**src/rtl/kbc_pkg.sv**
```systemverilog
package kbc_pkg;
  localparam int DW = 8;

  // command codes
  localparam logic [DW-1:0] OP_MODE_RD  = 8'h20;
  localparam logic [DW-1:0] OP_MODE_WR  = 8'h60;
  localparam logic [DW-1:0] OP_AUX_OFF  = 8'hA7;
  localparam logic [DW-1:0] OP_AUX_ON   = 8'hA8;
  localparam logic [DW-1:0] OP_AUX_CHK  = 8'hA9;
  localparam logic [DW-1:0] OP_SELF_CHK = 8'hAA;
  localparam logic [DW-1:0] OP_KBD_CHK  = 8'hAB;
  localparam logic [DW-1:0] OP_KBD_OFF  = 8'hAD;
  localparam logic [DW-1:0] OP_KBD_ON   = 8'hAE;
  localparam logic [DW-1:0] OP_INP_RD   = 8'hC0;
  localparam logic [DW-1:0] OP_OUTP_RD  = 8'hD0;
  localparam logic [DW-1:0] OP_OUTP_WR  = 8'hD1;
  localparam logic [DW-1:0] OP_KQ_INJ   = 8'hD2;
  localparam logic [DW-1:0] OP_AQ_INJ   = 8'hD3;
  localparam logic [DW-1:0] OP_ADEV_FWD = 8'hD4;

  // mode bit positions
  localparam int MB_KIRQ = 0;
  localparam int MB_AIRQ = 1;
  localparam int MB_KOFF = 4;
  localparam int MB_AOFF = 5;
  localparam int MB_XLAT = 6;

  // status bit positions
  localparam int SB_OBF  = 0;
  localparam int SB_SELF = 2;
  localparam int SB_CMD  = 3;
  localparam int SB_UNLK = 4;
  localparam int SB_AOBF = 5;

  typedef enum logic [1:0] {
    PS_MODE  = 2'd0,
    PS_OUTP  = 2'd1,
    PS_CONST = 2'd2
  } psrc_e;

  typedef struct packed {
    logic          arm;
    logic          push;
    psrc_e         src;
    logic [DW-1:0] cval;
    logic [DW-1:0] mset;
    logic [DW-1:0] mclr;
    logic          selftest;
    logic          err;
  } cdec_t;
endpackage

```
**src/rtl/kbc_cmd_decode.sv**
```systemverilog
module kbc_cmd_decode
  import kbc_pkg::*;
(
  input  logic [DW-1:0] code_i,
  output cdec_t         dec_o
);
  always_comb begin
    dec_o     = '0;
    dec_o.src = PS_CONST;
    case (code_i)
      OP_MODE_RD: begin
        dec_o.push = 1'b1;
        dec_o.src  = PS_MODE;
      end
      OP_MODE_WR, OP_OUTP_WR, OP_KQ_INJ, OP_AQ_INJ, OP_ADEV_FWD:
        dec_o.arm = 1'b1;
      OP_AUX_OFF: dec_o.mset[MB_AOFF] = 1'b1;
      OP_AUX_ON:  dec_o.mclr[MB_AOFF] = 1'b1;
      OP_KBD_OFF: dec_o.mset[MB_KOFF] = 1'b1;
      OP_KBD_ON:  dec_o.mclr[MB_KOFF] = 1'b1;
      OP_AUX_CHK, OP_KBD_CHK: begin
        dec_o.push = 1'b1;
        dec_o.cval = 8'h00;
      end
      OP_SELF_CHK: begin
        dec_o.push     = 1'b1;
        dec_o.cval     = 8'h55;
        dec_o.selftest = 1'b1;
      end
      OP_INP_RD: begin
        dec_o.push = 1'b1;
        dec_o.cval = 8'h80;
      end
      OP_OUTP_RD: begin
        dec_o.push = 1'b1;
        dec_o.src  = PS_OUTP;
      end
      default: dec_o.err = 1'b1;
    endcase
  end
endmodule

```
**src/rtl/kbc_state.sv**
```systemverilog
module kbc_state
  import kbc_pkg::*;
#(
  parameter logic [DW-1:0] MODE_RST = 8'h03,
  parameter logic [DW-1:0] OUTP_RST = 8'hCF
) (
  input  logic          clk,
  input  logic          rst_n,
  input  logic          cmd_wr,
  input  logic          dat_wr,
  input  logic [DW-1:0] wr_data,
  input  logic          dec_arm,
  input  logic          dec_self,
  input  logic [DW-1:0] dec_mset,
  input  logic [DW-1:0] dec_mclr,
  output logic [DW-1:0] mode_q,
  output logic [DW-1:0] pend_q,
  output logic          self_q,
  output logic          lastcmd_q,
  output logic [DW-1:0] outp_q,
  output logic          d_kdev,
  output logic          d_adev,
  output logic          d_kq,
  output logic          d_aq,
  output logic          d_outp
);
  logic          d_mode;
  logic [DW-1:0] mode_d, pend_d;
  logic          mode_en, pend_en, self_en, lc_en;

  always_comb begin
    d_kdev  = dat_wr && (pend_q == '0);
    d_mode  = dat_wr && (pend_q == OP_MODE_WR);
    d_outp  = dat_wr && (pend_q == OP_OUTP_WR);
    d_kq    = dat_wr && (pend_q == OP_KQ_INJ);
    d_aq    = dat_wr && (pend_q == OP_AQ_INJ);
    d_adev  = dat_wr && (pend_q == OP_ADEV_FWD);

    mode_en = cmd_wr || d_mode;
    mode_d  = cmd_wr ? ((mode_q & ~dec_mclr) | dec_mset) : wr_data;

    pend_en = (cmd_wr && dec_arm) || dat_wr;
    pend_d  = cmd_wr ? wr_data : '0;

    self_en = cmd_wr && dec_self;
    lc_en   = cmd_wr || dat_wr;
  end

  always_ff @(posedge clk or negedge rst_n) begin
    if (!rst_n) begin
      mode_q    <= MODE_RST;
      pend_q    <= '0;
      self_q    <= 1'b0;
      lastcmd_q <= 1'b1;
      outp_q    <= OUTP_RST;
    end else begin
      if (mode_en) mode_q    <= mode_d;
      if (pend_en) pend_q    <= pend_d;
      if (self_en) self_q    <= 1'b1;
      if (lc_en)   lastcmd_q <= cmd_wr;
      if (d_outp)  outp_q    <= wr_data;
    end
  end
endmodule

```
**src/rtl/kbc_egress.sv**
```systemverilog
module kbc_egress
  import kbc_pkg::*;
(
  input  logic          clk,
  input  logic          rst_n,
  input  logic          cmd_wr,
  input  logic          dec_push,
  input  psrc_e         dec_src,
  input  logic [DW-1:0] dec_cval,
  input  logic          dec_err,
  input  logic          d_kdev,
  input  logic          d_adev,
  input  logic          d_kq,
  input  logic          d_aq,
  input  logic          d_outp,
  input  logic [DW-1:0] wr_data,
  input  logic [DW-1:0] mode_q,
  input  logic [DW-1:0] outp_q,
  output logic          push_vld_q,
  output logic          push_aux_q,
  output logic [DW-1:0] push_byte_q,
  output logic          kdev_vld_q,
  output logic          adev_vld_q,
  output logic [DW-1:0] dev_byte_q,
  output logic          outp_vld_q,
  output logic          err_q
);
  logic          push_d, dev_en;
  logic [DW-1:0] byte_d;

  always_comb begin
    push_d = (cmd_wr && dec_push) || d_kq || d_aq;
    dev_en = d_kdev || d_adev;
    byte_d = wr_data;
    if (cmd_wr) begin
      case (dec_src)
        PS_MODE: byte_d = mode_q;
        PS_OUTP: byte_d = outp_q;
        default: byte_d = dec_cval;
      endcase
    end
  end

  always_ff @(posedge clk or negedge rst_n) begin
    if (!rst_n) begin
      push_vld_q  <= 1'b0;
      push_aux_q  <= 1'b0;
      push_byte_q <= '0;
      kdev_vld_q  <= 1'b0;
      adev_vld_q  <= 1'b0;
      dev_byte_q  <= '0;
      outp_vld_q  <= 1'b0;
      err_q       <= 1'b0;
    end else begin
      push_vld_q <= push_d;
      kdev_vld_q <= d_kdev;
      adev_vld_q <= d_adev;
      outp_vld_q <= d_outp;
      err_q      <= cmd_wr && dec_err;
      if (push_d) begin
        push_aux_q  <= d_aq;
        push_byte_q <= byte_d;
      end
      if (dev_en) dev_byte_q <= wr_data;
    end
  end
endmodule

```
**src/rtl/kbc_host_regs.sv**
```systemverilog
module kbc_host_regs
  import kbc_pkg::*;
#(
  parameter logic [7:0] MODE_RST = 8'h03,
  parameter logic [7:0] OUTP_RST = 8'hCF
) (
  input  logic       clk,
  input  logic       rst_n,
  input  logic       wr_en,
  input  logic       wr_cmd,
  input  logic [7:0] wr_data,
  input  logic       kq_full_i,
  input  logic       aq_full_i,
  output logic [7:0] status_o,
  output logic       push_vld_o,
  output logic       push_aux_o,
  output logic [7:0] push_byte_o,
  output logic       kdev_vld_o,
  output logic       adev_vld_o,
  output logic [7:0] dev_byte_o,
  output logic [7:0] outp_o,
  output logic       outp_vld_o,
  output logic       xlat_o,
  output logic       kirq_en_o,
  output logic       airq_en_o,
  output logic       err_o
);
  cdec_t         dec;
  logic          cmd_wr, dat_wr;
  logic [DW-1:0] mode_q, pend_q;
  logic          self_q, lastcmd_q;
  logic          d_kdev, d_adev, d_kq, d_aq, d_outp;

  assign cmd_wr = wr_en && wr_cmd;
  assign dat_wr = wr_en && !wr_cmd;

  kbc_cmd_decode u_dec (
    .code_i (wr_data),
    .dec_o  (dec)
  );

  kbc_state #(.MODE_RST(MODE_RST), .OUTP_RST(OUTP_RST)) u_state (
    .clk       (clk),
    .rst_n     (rst_n),
    .cmd_wr    (cmd_wr),
    .dat_wr    (dat_wr),
    .wr_data   (wr_data),
    .dec_arm   (dec.arm),
    .dec_self  (dec.selftest),
    .dec_mset  (dec.mset),
    .dec_mclr  (dec.mclr),
    .mode_q    (mode_q),
    .pend_q    (pend_q),
    .self_q    (self_q),
    .lastcmd_q (lastcmd_q),
    .outp_q    (outp_o),
    .d_kdev    (d_kdev),
    .d_adev    (d_adev),
    .d_kq      (d_kq),
    .d_aq      (d_aq),
    .d_outp    (d_outp)
  );

  kbc_egress u_egr (
    .clk         (clk),
    .rst_n       (rst_n),
    .cmd_wr      (cmd_wr),
    .dec_push    (dec.push),
    .dec_src     (dec.src),
    .dec_cval    (dec.cval),
    .dec_err     (dec.err),
    .d_kdev      (d_kdev),
    .d_adev      (d_adev),
    .d_kq        (d_kq),
    .d_aq        (d_aq),
    .d_outp      (d_outp),
    .wr_data     (wr_data),
    .mode_q      (mode_q),
    .outp_q      (outp_o),
    .push_vld_q  (push_vld_o),
    .push_aux_q  (push_aux_o),
    .push_byte_q (push_byte_o),
    .kdev_vld_q  (kdev_vld_o),
    .adev_vld_q  (adev_vld_o),
    .dev_byte_q  (dev_byte_o),
    .outp_vld_q  (outp_vld_o),
    .err_q       (err_o)
  );

  always_comb begin
    status_o          = '0;
    status_o[SB_OBF]  = kq_full_i || aq_full_i;
    status_o[SB_SELF] = self_q;
    status_o[SB_CMD]  = lastcmd_q;
    status_o[SB_UNLK] = 1'b1;
    status_o[SB_AOBF] = aq_full_i && !kq_full_i;
  end

  assign xlat_o    = mode_q[MB_XLAT];
  assign kirq_en_o = mode_q[MB_KIRQ] && !mode_q[MB_KOFF];
  assign airq_en_o = mode_q[MB_AIRQ];
endmodule

```
**config.mk**
```make
export PLATFORM = sky130hd
export DESIGN_NAME = kbc_host_regs
export DESIGN_NICKNAME = d
export VERILOG_FILES = /design/src/rtl/kbc_pkg.sv /design/src/rtl/kbc_cmd_decode.sv /design/src/rtl/kbc_state.sv /design/src/rtl/kbc_egress.sv /design/src/rtl/kbc_host_regs.sv
export SDC_FILE = /design/constraint.sdc
export NUM_CORES = 1
export LEC_CHECK = 0
export BUFFER_PORTS_ARGS = -buffer_cell sky130_fd_sc_hd__buf_2
export CAP_MARGIN = 5
export CORE_ASPECT_RATIO = 1.75
export CORE_UTILIZATION = 40
export DETAILED_ROUTE_END_ITERATION = 16
export HOLD_SLACK_MARGIN = 0.02
export PLACE_DENSITY = 0.69
export SETUP_SLACK_MARGIN = 0.5
export SYNTH_ARGS = -nofsm -noshare
export SYNTH_HDL_FRONTEND = slang
export SYNTH_SLANG_ARGS = --single-unit
```
**constraint.sdc**
```tcl
create_clock -name clk -period 1.83 [get_ports clk]
set_input_delay 0.183 -clock clk [delete_from_list [all_inputs] [get_ports clk]]
set_output_delay 0.183 -clock clk [all_outputs]
set_load 0.03 [all_outputs]
```
# [Yosys cells after proc, flatten, opt, wreduce, memory -nomap -nowiden]
# Index checks and enable logic that the tools add are counted.
[totals] ff_bits=48 input_bits=14
[op_classes] eq_ne=21 bitwise=3 n_mux=14 n_reduce_logical=29
[ops] operator="8-bit equality test (second input constant)" n=17
[ops] operator="8-bit case mux with 2 select lines" n=2
[ops] operator="8-bit 2-to-1 mux" n=3
[ops] operator="8-bit by 7-bit equality test with 1-bit output (second input constant)" n=2
[ops] operator="15-bit OR reduction" n=1
[ops] operator="1-bit logical AND" n=14
[ops] operator="8-bit bitwise AND" n=1
[ops] operator="8-bit by 6-bit equality test with 1-bit output (second input constant)" n=1
[ops] operator="8-bit logical NOT" n=1
[ops] operator="1-bit 2-to-1 mux" n=8
[ops] operator="6-bit inverter with 8-bit output" n=1
[ops] operator="8-bit by 6-bit bitwise OR with 8-bit output" n=1
[ops] operator="1-bit logical OR" n=7
[ops] operator="6-bit OR reduction" n=1
[ops] operator="5-bit OR reduction" n=1
[ops] operator="2-bit case mux with 2 select lines" n=1
[ops] operator="1-bit logical NOT" n=3
[ops] operator="2-bit by 1-bit equality test with 1-bit output (second input constant)" n=1
[ops] operator="2-bit logical NOT" n=1

# [Logic depth before layout (Yosys ltp)]
[depth] depth_word=6 ltp_mapped=6

# [By module]
# From an unflattened synthesis, not the netlist that was laid out.
[unflattened] cells_unflattened=270 area_unflattened_um2=2816.5
[modules_own_cells] module="kbc_state" n_inst=1 cells_each=120 area_each_um2=1316.3 seq_area_each_um2=661.9
[modules_own_cells] module="kbc_egress" n_inst=1 cells_each=80 area_each_um2=1027.2 seq_area_each_um2=550.5
[modules_own_cells] module="kbc_cmd_decode" n_inst=1 cells_each=57 area_each_um2=389.1 seq_area_each_um2=0.0
[modules_own_cells] module="kbc_host_regs" n_inst=1 cells_each=13 area_each_um2=83.8 seq_area_each_um2=0.0

# [Worst setup path after synthesis]
# No wires, ideal clock.
[synth_timing] kind="reg-to-reg" from="register u_state.pend_q[5]" to="register u_egr.push_byte_q[0]" required_ps=1705 setup_time_ps=125 path_slack_ps=89 synth_period_minus_slack_ps=1741 stages_incl_launch_ff=6 arrival_ps=1616 path_buffers=1 path_cell_list="dfrtp_1 > and4b_1 > and4_1 > or3_1 > buf_6 > mux2_4"
[synth_via] elab_chain_len=4 elab_cells_between_ends=6
[synth_lines] element="from (decl)" line_no="kbc_state.sv:17" text="output logic [DW-1:0] pend_q,"
[synth_lines] element="from (signal assigned)" line_no="kbc_state.sv:58" text="if (pend_en) pend_q <= pend_d;"
[synth_lines] element="8-bit equality test" line_no="kbc_state.sv:35" text="d_kq = dat_wr && (pend_q == OP_KQ_INJ);"
[synth_lines] element="1-bit logical AND" line_no="kbc_state.sv:35"
[synth_lines] element="1-bit logical OR" line_no="kbc_egress.sv:32" text="push_d = (cmd_wr && dec_push) || d_kq || d_aq;"
[synth_lines] element="1-bit logical OR *" line_no="kbc_egress.sv:32"
[synth_lines] element="via u_egr.push_d" line_no="kbc_egress.sv:28" text="logic push_d, dev_en;"
[synth_lines] element="to (signal assigned)" line_no="kbc_egress.sv:62" text="push_byte_q <= byte_d;"
[synth_lines] element="to (decl)" line_no="kbc_egress.sv:21" text="output logic [DW-1:0] push_byte_q,"
# Mark *: on every way through the listed nets, which the timed path passes. The rest lies on a longest branch.
# A chain may end at the register's enable or synchronous reset.

# [Worst setup path in the final report]
[layout_timing] from="register u_state.pend_q[4]" to="register u_egr.push_byte_q[2]"
[layout_via] elab_chain_len=4 elab_cells_between_ends=6
[layout_lines] element="8-bit equality test" line_no="kbc_state.sv:35"
[layout_lines] element="1-bit logical AND" line_no="kbc_state.sv:35"
[layout_lines] element="1-bit logical OR" line_no="kbc_egress.sv:32"
[layout_lines] element="1-bit logical OR *" line_no="kbc_egress.sv:32"
# Mark *: on every way between the ends. The rest lies on a longest branch, timed or not.

==> metrics <==
Seq cells post-synth 48; routing usage on met2 36.2%; CP Capture Type flip-flop; Reg power frac 45.1%; sw frac 27.9%; CTS tree done; WS Path Type reg -> reg; Die X 61.5 um; synth-to-layout area growth 32.8%; Setup Skew 0.0130 ns; sequential area share after synthesis 48.9%; Clock Latency Late Sink 0.32 ns; clock network fraction of total power 35.7%; TNS Setup 0 ns; fraction of registers with async set/reset 100%; clk buf depth 2; Post-Synthesis Mean Instance Area 11.7 um2; max-cap viol count 0; global routing usage on met3 4.01%; Worst EP required 2.04 ns; boundary pin count 55; Worst-path clk slew 0.09 ns; Tmin final 1.77 ns; Non-Filler Instances 363; global-route wire length before repair 9970 um; Setup violations, final 0; synth unique cells 51; VDD IR max 0.000460 V; Root Driver clkbuf_8; gr usage total 20.8%; number of global-route vias before repair 1959; Int Power 1.87 mW; HP Class in -> reg; DR pass1 iterations 4; Yosys top cell by area dfrtp_1; drt wl/cell 16.8 um; pre-CTS setup slack 0.0360 ns; GR Util met1 23.7%; slew at the pin closest to its max-slew limit 0.557 ns; Pins Over Slew Limit 0; Comb power frac 19.1%; antenna cells 0; final worst slack 0.0629 ns; Post-synth EDFFs 0; Syn. warnings 0; # nets final 298; Tot Pwr 2.59 mW; grt total ovfl 0; Worst slew margin 62.9%; die extent in y 106 um; DRC 0; Area contributors post-synth dfrtp_1 39%, mux2_2 10%, dfstp_2 9.5%; pwr dens 785 nW/um2; Post-Synth Adder-Cell Area 0%; crit path launch type flip-flop; H-tree depth 2; Hold Fails Final Rpt 0; LEAKAGE 1.62 nW; DR vias/cell 5.40; prevailing post-synth register cell dfrtp_1; DRT Wirelength 6120 um; top cell type's share of synthesized area 39.3%; via count 1962; gpl congestion 0.921; row cnt 37; ratio of cells with drive above 1 in the final layout 51.2%; Psw 722 uW; top-count cell post-synth dfrtp_1; RSZ-0062 raised after global routing true; Port Buffers 50; synth cell count leaders 39 x dfrtp_1, 22 x mux2_2, 18 x nand2_1; initial antenna violation count 0; core box area 5930 um2; fin crit share 96.6%; largest net degree at the start of global routing 26; Post-Syn Area 2480 um2; main combinational cell family by area after synthesis simple AND/OR/NAND/NOR gates; CTS buffer count 5; Synth Area in Compound Gates 10.6%; die area 6530 um2; Initial Util 41.9%; Max Freq 0.566 GHz; outcome finished, final reports clean; DPL Wire Length 4430 um; mux contribution to synthesized area 16.2%; post-synthesis simple-gate area fraction 17.3%; WP data arrival 1.98 ns; Synth Area in XOR/XNOR 0.353%; # clock sinks 48; dpl cells 344; Detail Route Antenna Nets 0; GR peak layer met2; Syn Inst Count 212; Max FO, Critical Path 9; Initial DRC Count 73
-- metal layers --
layer  up-vias  part of all wire (%)  wire [um]
met1       992                    38       2330
met5         -                     0          0
li1        903                     -          -
met4         0                   2.8        169
met3        15                   3.7        225
met2        52                    55       3390
-- power groups by stage --
stage	clock, mW	sequential (mW)	combinational [mW]
floorplan	0	1.31	0.200
global placement	0	1.19	0.475
detailed placement	0	1.19	0.482
CTS	0.948	1.17	0.490
global route	0.988	1.18	0.527
finish	0.925	1.17	0.496
-- kinds of logic after synthesis --
| kind of cell | after synthesis |
|---|---|
| and+or+nand+nor | 65 |
| DFF | 48 |
| muxes | 34 |
| AOI/OAI and AO/OA | 33 |
| buffers and inverters | 29 |
| other | 2 |
| xor gates and xnor gates | 1 |
-- final timing paths --
check	from	endpoint	slack, ns	cells after the start
worst max register to register	u_state.pend_q[4]	u_egr.push_byte_q[2]	0.06	5
worst max-delay path	u_state.pend_q[4]	u_egr.push_byte_q[2]	0.06	5
min in group asynchronous	rst_n	u_egr.dev_byte_q[0]	0.39	2
worst min-delay path	wr_en	u_state.lastcmd_q	0.13	2
worst min register to register	u_state.lastcmd_q	u_state.lastcmd_q	0.48	2
max in group asynchronous	rst_n	u_state.lastcmd_q	0.86	3
-- placed cells by master, fill, tap and decap left out, types with 3 or more instances in the layout --
| master | instances |
|---|---|
| buf_12 | 6 |
| dfrtp_1 | 38 |
| o21ai_0 | 5 |
| mux2i_1 | 5 |
| buf_4 | 24 |
| conb_1 | 4 |
| nor2b_1 | 3 |
| mux2_4 | 20 |
| nor4_1 | 3 |
| inv_1 | 10 |
| a22oi_1 | 7 |
| mux2_2 | 9 |
| o211ai_1 | 6 |
| or3_1 | 3 |
| buf_2 | 49 |
| dfstp_2 | 9 |
| nand2_1 | 18 |
| nand3_1 | 3 |
| clkbuf_8 | 5 |
| a31oi_1 | 4 |
-- through the flow --
step                hold WS, ns  area [um2]  util, %
floorplan                -0.113        2580        -
global placement          0.194        2990     50.5
detailed placement        0.207        2990     50.5
CTS                       0.121        3220     54.4
global route              0.145        3300     55.6
finish                    0.130        3300     55.6
-- flip-flops by register name (all words and copies together) (netlist names), 8 cells and up --
| name | cells |
|---|---|
| u_state.pend_q | 8 |
| u_egr.push_byte_q | 8 |
| u_egr.dev_byte_q | 8 |
| u_state.mode_q | 8 |
| u_state.outp_q | 8 |
-- area by class of cell --
class	count	area (um2)
multi-input cells	137	1230
repair buffers	82	578
clock buffers	5	68.8
well taps	78	97.6
inverters	10	37.5
flip-flops and latches	48	1210
fillers	556	2630
clock inverters	3	68.8
-- critical path: stages (launching register included) --
cell,delay [ns]
dfrtp_1,0.43
and4b_1,0.22
and4_1,0.21
or3_1,0.32
buf_6,0.16
mux2_4,0.30
-- timing repair --
item | 4_1_cts | 5_1_grt
pin swaps | 5 | 2
endpoints found under the hold margin | 15 | 0
hold buffers | 1 | 0
gates cloned | 0 | 0
setup endpoints to repair | 35 | 44
setup buffers | 6 | 4
resized for setup | 8 | 5
Note: power is estimated with default switching activity, not from simulation.
